$ cat config.mk
export PLATFORM = sky130hd
export DESIGN_NAME = vsd_vertical_detector
export DESIGN_NICKNAME = d
export VERILOG_FILES = /design/src/rtl/vsd_pkg.sv /design/src/rtl/vsd_line_phase.sv /design/src/rtl/vsd_broad_det.sv /design/src/rtl/vsd_sync_loss.sv /design/src/rtl/vsd_vertical_detector.sv
export SDC_FILE = /design/constraint.sdc
export NUM_CORES = 1
export LEC_CHECK = 0
export ABC_AREA = 1
export ABC_CLOCK_PERIOD_IN_PS = 2310
export BUFFER_PORTS_ARGS = -buffer_cell sky130_fd_sc_hd__buf_4
export CAP_MARGIN = 20
export CORE_MARGIN = 2
export CORE_UTILIZATION = 47
export DETAILED_ROUTE_END_ITERATION = 12
export HOLD_SLACK_MARGIN = 0.05
export PLACE_DENSITY = 0.69
export REMOVE_ABC_BUFFERS = 1
export SYNTH_ARGS = -nofsm -noshare
export SYNTH_HDL_FRONTEND = slang
export SYNTH_SLANG_ARGS = --single-unit
$ cat constraint.sdc
create_clock -name clk -period 2.31 [get_ports clk]
set_input_delay 0.1155 -clock clk [delete_from_list [all_inputs] [get_ports clk]]
set_output_delay 0.1155 -clock clk [all_outputs]
set_load 0.02 [all_outputs]
$ cat src/rtl/vsd_pkg.sv
// Shared types for the vertical sync and field detector.
// Assumes the standard code arrives as two independent flag bits.
package vsd_pkg;

    // Standard code: bit 1 high definition, bit 0 interlaced.
    typedef struct packed {
        logic hd;
        logic interlaced;
    } vsd_std_t;

    // Larger of two line counts, for sizing a shared counter.
    function automatic int vsd_max(input int a, input int b);
        return (a > b) ? a : b;
    endfunction

endpackage

$ cat src/rtl/vsd_line_phase.sv
// Counts clocks since the last line-start strobe and flags the mid-line window.
// Assumes the strobe is one clock wide; the count saturates if strobes stop.
module vsd_line_phase #(
    parameter int LINE_CLKS = 64
) (
    input  logic clk,
    input  logic rst_n,
    input  logic line_strobe,
    output logic mid_line
);
    localparam int PW = $clog2(LINE_CLKS) + 1;
    localparam logic [PW-1:0] MID_LO = PW'(LINE_CLKS / 4);
    localparam logic [PW-1:0] MID_HI = PW'((3 * LINE_CLKS) / 4);

    logic [PW-1:0] phase;

    // Phase counter: restart on strobe, otherwise count up to saturation.
    always_ff @(posedge clk) begin
        if (!rst_n)
            phase <= '0;
        else if (line_strobe)
            phase <= '0;
        else if (phase != '1)
            phase <= phase + 1'b1;
    end

    assign mid_line = (phase >= MID_LO) && (phase < MID_HI);
endmodule

$ cat src/rtl/vsd_broad_det.sv
// Measures each sync low time, counts consecutive broad pulses and raises a
// one-cycle vertical event on the rising edge that ends the third of them.
// Also records whether the first broad pulse of a run began mid-line.
// Assumes csync_n is already synchronous to clk.
module vsd_broad_det #(
    parameter int HSYNC_CLKS = 5
) (
    input  logic clk,
    input  logic rst_n,
    input  logic csync_n,
    input  logic mid_line,
    output logic sync_fall,
    output logic sync_edge,
    output logic v_event,
    output logic first_mid
);
    localparam int TH_INT = 2 * HSYNC_CLKS + 1;
    localparam int LW = $clog2(TH_INT + 1);
    localparam logic [LW-1:0] BROAD_TH = LW'(TH_INT);

    logic          sync_q;
    logic [LW-1:0] low_cnt;
    logic [1:0]    run_cnt;
    logic          fall_mid;
    logic          sync_rise;
    logic          is_broad;

    assign sync_fall = sync_q & ~csync_n;
    assign sync_rise = ~sync_q & csync_n;
    assign sync_edge = sync_fall | sync_rise;
    assign is_broad  = (low_cnt == BROAD_TH);
    assign v_event   = sync_rise & is_broad & (run_cnt == 2'd2);

    // Previous sample of the sync input for edge detection.
    always_ff @(posedge clk) begin
        if (!rst_n) sync_q <= 1'b1;
        else        sync_q <= csync_n;
    end

    // Low-time counter, saturating at the broad threshold.
    always_ff @(posedge clk) begin
        if (!rst_n)
            low_cnt <= '0;
        else if (sync_fall)
            low_cnt <= LW'(1);
        else if (!csync_n && !is_broad)
            low_cnt <= low_cnt + 1'b1;
    end

    // Run length of consecutive broad pulses, saturating at three.
    always_ff @(posedge clk) begin
        if (!rst_n)
            run_cnt <= '0;
        else if (sync_rise)
            run_cnt <= !is_broad ? 2'd0 : (run_cnt == 2'd3) ? 2'd3 : run_cnt + 2'd1;
    end

    // Line phase of each pulse start, and of the first broad pulse of a run.
    always_ff @(posedge clk) begin
        if (!rst_n) begin
            fall_mid  <= 1'b0;
            first_mid <= 1'b0;
        end else begin
            if (sync_fall)
                fall_mid <= mid_line;
            if (sync_rise && is_broad && run_cnt == 2'd0)
                first_mid <= fall_mid;
        end
    end
endmodule

$ cat src/rtl/vsd_sync_loss.sv
// Sync-loss watchdog: declares loss after a quiet window with no sync edge and
// clears it after a number of sync falling edges without a further timeout.
// Assumes edge strobes come from the broad-pulse detector in the same cycle.
module vsd_sync_loss #(
    parameter int LOSS_CLKS     = 256,
    parameter int RECOVER_LINES = 16
) (
    input  logic clk,
    input  logic rst_n,
    input  logic sync_edge,
    input  logic sync_fall,
    output logic sync_lost
);
    localparam int IW = $clog2(LOSS_CLKS + 1);
    localparam int RW = $clog2(RECOVER_LINES + 1);
    localparam logic [IW-1:0] LOSS_LIM = IW'(LOSS_CLKS);
    localparam logic [RW-1:0] REC_LAST = RW'(RECOVER_LINES - 1);

    logic [IW-1:0] idle_cnt;
    logic [IW-1:0] idle_nxt;
    logic [RW-1:0] good_cnt;

    // Next quiet count: cleared by any edge, saturating at the limit.
    always_comb begin
        if (sync_edge)
            idle_nxt = '0;
        else if (idle_cnt == LOSS_LIM)
            idle_nxt = idle_cnt;
        else
            idle_nxt = idle_cnt + 1'b1;
    end

    // Quiet counter register.
    always_ff @(posedge clk) begin
        if (!rst_n) idle_cnt <= '0;
        else        idle_cnt <= idle_nxt;
    end

    // Loss flag and recovery line counter.
    always_ff @(posedge clk) begin
        if (!rst_n) begin
            sync_lost <= 1'b1;
            good_cnt  <= '0;
        end else if (!sync_edge && idle_nxt == LOSS_LIM) begin
            sync_lost <= 1'b1;
            good_cnt  <= '0;
        end else if (sync_fall && sync_lost) begin
            if (good_cnt == REC_LAST) begin
                sync_lost <= 1'b0;
                good_cnt  <= '0;
            end else begin
                good_cnt <= good_cnt + 1'b1;
            end
        end
    end
endmodule

$ cat src/rtl/vsd_vertical_detector.sv
// Top of the vertical sync and field detector. Generates the vertical pulse,
// the field flag and the coast window from the broad-pulse event, and hosts
// the sync-loss watchdog. Assumes std_mode is stable around vertical events.
module vsd_vertical_detector
    import vsd_pkg::*;
#(
    parameter int LINE_CLKS      = 64,
    parameter int HSYNC_CLKS     = 5,
    parameter int VPULSE_CLKS    = 10,
    parameter int COAST_SD_LINES = 20,
    parameter int COAST_HD_LINES = 25,
    parameter int LOSS_LINES     = 4,
    parameter int RECOVER_LINES  = 16
) (
    input  logic       clk,
    input  logic       rst_n,
    input  logic       csync_n,
    input  logic       line_strobe,
    input  logic [1:0] std_mode,
    output logic       vsync_n,
    output logic       field_even,
    output logic       coast_n,
    output logic       sync_lost
);
    localparam int LOSS_CLKS = LOSS_LINES * LINE_CLKS;
    localparam int COAST_MAX = vsd_max(COAST_SD_LINES, COAST_HD_LINES);
    localparam int VW = $clog2(VPULSE_CLKS + 1);
    localparam int CW = $clog2(COAST_MAX + 1);

    vsd_std_t      std_s;
    logic          mid_line;
    logic          sync_fall;
    logic          sync_edge;
    logic          v_event;
    logic          first_mid;
    logic [VW-1:0] v_left;
    logic [CW-1:0] coast_left;

    assign std_s = vsd_std_t'(std_mode);

    vsd_line_phase #(.LINE_CLKS(LINE_CLKS)) u_phase (
        .clk(clk), .rst_n(rst_n), .line_strobe(line_strobe), .mid_line(mid_line)
    );

    vsd_broad_det #(.HSYNC_CLKS(HSYNC_CLKS)) u_broad (
        .clk(clk), .rst_n(rst_n), .csync_n(csync_n), .mid_line(mid_line),
        .sync_fall(sync_fall), .sync_edge(sync_edge),
        .v_event(v_event), .first_mid(first_mid)
    );

    vsd_sync_loss #(.LOSS_CLKS(LOSS_CLKS), .RECOVER_LINES(RECOVER_LINES)) u_loss (
        .clk(clk), .rst_n(rst_n), .sync_edge(sync_edge), .sync_fall(sync_fall),
        .sync_lost(sync_lost)
    );

    // Vertical pulse length counter.
    always_ff @(posedge clk) begin
        if (!rst_n)
            v_left <= '0;
        else if (v_event)
            v_left <= VW'(VPULSE_CLKS);
        else if (v_left != '0)
            v_left <= v_left - 1'b1;
    end

    // Field parity, updated only at a vertical event.
    always_ff @(posedge clk) begin
        if (!rst_n)
            field_even <= 1'b0;
        else if (v_event)
            field_even <= std_s.interlaced & first_mid;
    end

    // Coast window in lines, loaded per standard and counted down on strobes.
    always_ff @(posedge clk) begin
        if (!rst_n)
            coast_left <= '0;
        else if (v_event)
            coast_left <= std_s.hd ? CW'(COAST_HD_LINES) : CW'(COAST_SD_LINES);
        else if (line_strobe && coast_left != '0)
            coast_left <= coast_left - 1'b1;
    end

    assign vsync_n = (v_left == '0);
    assign coast_n = (coast_left == '0);
endmodule

==> impl_metrics.py <==
metrics = {
    "floorplanning": {
        "core_area_um2": 4030,
        "die-area_um2": 4750,
        "ioPinCount": 10,
        "initial_core_util_pct": 49.2,
        "rows": 23,
        "fp.dieW_um": 68.9,
        "die_y_um": 68.9,
    },
    "worst_setup_path": {
        "r2r-start": "u_loss.idle_cnt[0]",
        "cp_max_fo": 9,
        "endpoint": "u_loss.good_cnt[0]",
        "critPathLaunch": "csync_n",
        "end_kind": "register",
        "r2r-end": "u_loss.good_cnt[0]",
        "path_class": "in2reg",
        "critPathLaunchType": "input pin",
        "reg2regPathDepth": 10,
        "critPathRequiredTime_ps": 2490,
        "arrival_ps": 1960,
        "reg2reg_slack_ps": 710,
    },
    "synthesis": {
        "synth_ff_type": "dfxtp_1",
        "synthMuxAreaShare_pct": 0.505,
        "postSynthCellCount": 271,
        "syn_area_per_cell_um2": 7.31,
        "async_reset_ff_share_pct": 0,
        "synthSimpleGateAreaFrac_pct": 30.4,
        "synth_compound_area_share_pct": 11.7,
        "synth-seq-cells": 41,
        "synth_edf_count": 0,
        "netlist_area_um2": 1980,
        "synth_xor_xnor_area_share_pct": 2.21,
        "synthDistinctLibCells": 35,
        "yosysSeqAreaShare_pct": 41.4,
        "synth_top_family_by_area": "simple AND/OR/NAND/NOR gates",
        "ys_warn_count": 0,
        "synthAdderAreaFrac_pct": 5.68,
    },
    "global_route": {
        "antenna_found_initial": 0,
        "overflow": 0,
        "grtUsageTotal_pct": 16.2,
        "grt_pass1_vias": 1404,
        "grt_max_degree": 21,
        "grt_first_pass_wirelength_um": 5710,
    },
    "layout": {
        "drive_gt1_share_pct": 9.15,
        "fin_util_pct": 54.3,
        "multiInputGateArea_um2": 1000,
        "fill_cells": 398,
        "area_delta_synth_final_pct": 10.4,
        "num-nets-final": 299,
        "antenna-diode-count": 0,
        "regArea_um2": 821,
    },
    "run": {
        "cap_violations": 0,
    },
    "sta": {
        "fin_skew_ps": 4.81,
        "fmax_mhz": 563,
        "hold_violations": 0,
        "rsz0062_at_grt": "no",
        "period_needed_ps": 1780,
        "relSlewSlack_pct": 60.6,
        "tightest_slew_ps": 590,
        "tns_ps": 0,
        "setup_viol": 0,
        "slew_violations": 0,
        "finalCritPeriodShare_pct": 76.9,
    },
    "placed_design": {
        "io_buffers": 9,
        "place.gp.congestion": 0.814,
        "dpl.hpwl_um": 2630,
    },
    "cts": {
        "clockBufferDepth": 2,
        "cts-root-buf": "clkbuf_8",
        "ctsHtreeMaxLevel": 2,
        "cts_tree": "yes",
        "cts.clk_slew.worst_paths_ps": 70,
        "clk_latency_ps": 290,
        "cts_inserted_buffers": 5,
        "cts.sinks": 41,
        "cts.repair.resized": 0,
    },
    "drt": {
        "num_vias": 1683,
        "via_per_inst": 5.04,
        "drc": 0,
        "drt_iter0_markers": 46,
        "finalWirelength_um": 3570,
        "ant_nets": 0,
        "wl_per_cell_um": 10.7,
        "firstDrtPassIters": 4,
    },
    "power": {
        "p_per_area_nw_per_um2": 650,
        "combinationalPowerShare_pct": 14.1,
        "power.share.sequential_pct": 53.1,
        "p_sw_mw": 0.371,
        "leakage_nw": 0.943,
        "swShare_pct": 26.1,
        "ir_worst_vdd_mv": 0.304,
        "p_int_mw": 1.05,
        "clkPwrFrac_pct": 32.9,
    },
    "run_status": {
        "status": "finished, final reports clean",
    },
    "hold_path": {
        "hold_class": "in2reg",
    },
}
-- power groups by stage --
stage	clock network, mW	registers, mW	logic [mW]
2_1_floorplan	0	0.767	0.144
3_3_place_gp	0	0.771	0.199
3_5_place_dp	0	0.772	0.200
4_1_cts	0.476	0.755	0.202
5_1_grt	0.496	0.759	0.231
6_report	0.467	0.755	0.200
-- kinds of logic after synthesis --
family                   count (synthesis)
buffers and inverters                   41
AND/OR/NAND/NOR                        134
AO/OA/AOI/OAI                           40
adder cells (fa/ha/maj)                  9
flip-flops                              41
XOR/XNOR                                 5
multiplexers                             1
-- worst max-delay path: stages --
cell,delay [ps]
dlygate4sd3_1,540
buf_4,110
inv_1,60
ha_1,430
nand3_1,160
nand2_1,60
inv_1,70
nand3_1,60
nor2_1,100
nand2_1,90
nand2_2,100
nor2_1,50
-- cell type report --
class / count / share of cell area (%)
multi-input cells: 189 / 45.8
well taps: 50 / 2.86
repair buffers: 10 / 3.55
inverters: 37 / 6.35
flip-flops and latches: 41 / 37.5
clock buffers: 7 / 3.95
-- per-stage QoR --
stage | hold WS [ps] | worst slack (ps) | std cells | power [mW] | area (um^2)
finish | 73.1 | 533 | 334 | 1.42 | 2190
global route | 82.1 | 403 | 334 | 1.49 | 2190
CTS | 70.6 | 566 | 334 | 1.43 | 2190
detailed placement | 346 | 722 | 326 | 0.972 | 2090
global placement | 345 | 770 | 326 | 0.970 | 2090
floorplan | 184 | 906 | 267 | 0.911 | 1960
-- layout by cell type (no fill, tap or decap) --
master          n
nand2_1        52
dfxtp_1        41
nor2_1         37
inv_1          37
nand3_1        21
a21oi_1        14
o21ai_0        13
ha_1            9
buf_4           9
nor3_1          6
clkbuf_8        6
xor2_1          4
nand4_1         4
nand3_2         3
or2_2           3
a31oi_1         3
nor2_2          2
nand3b_1        2
o21a_1          2
nor2_4          1
o22ai_1         1
o2111ai_1       1
nor4_1          1
nor3b_1         1
a31o_2          1
nand2_2         1
xnor2_1         1
mux2i_1         1
a211oi_1        1
o32ai_1         1
a311oi_1        1
o31ai_1         1
o211ai_1        1
clkbuf_1        1
dlygate4sd3_1   1
-- routing by layer --
metal  wire length [um]  share of wire, %  vias up  global-route usage, %
li1                   -                 -      912                      -
met1               1750                49      745                   19.0
met2               1620                45       20                   27.6
met3                149               4.2        6                   4.71
met4                 61               1.7        0                   6.62
met5                  0                 0        -                      0
-- worst min path at each step --
stage / start / endpoint / slack [ps] / depth (start not counted)
after floorplan: rst_n / u_broad.sync_q / 180 / 1
after global placement: csync_n / u_broad.sync_q / 350 / 3
after detailed placement: csync_n / u_broad.sync_q / 350 / 3
after CTS: rst_n / u_broad.sync_q / 70 / 2
after global routing: rst_n / u_broad.sync_q / 80 / 2
final: rst_n / u_broad.sync_q / 70 / 2
-- synthesized netlist by cell type, types with 2 or more instances --
master	count	area, um^2
nand2_1	52	195
dfxtp_1	41	821
inv_1	37	139
nor2_1	37	139
nand3_1	21	105
a21oi_1	14	70.1
o21ai_0	13	65.1
ha_1	9	113
nor3_1	6	30.0
nand4_1	4	25.0
xor2_1	4	35.0
a31oi_1	3	18.8
nand3_2	3	30.0
or2_2	3	18.8
nand3b_1	2	15.0
nor2_2	2	12.5
o21a_1	2	15.0
-- state kept, by name, summed over array words and instances, names as in the netlist, 2 cells and up --
signal / cells
v_left: 4
u_broad.run_cnt: 2
u_broad.low_cnt: 4
coast_left: 5
u_loss.idle_cnt: 9
u_loss.good_cnt: 5
u_phase.phase: 7
-- repair_timing --
action | 4_1_cts | 5_1_grt
setup buffers | 0 | 0
hold buffers | 1 | 0
endpoints found under the setup margin | 0 | 0
hold endpoints to repair | 1 | 0
No activity file was read; power rests on OpenSTA's default activity.
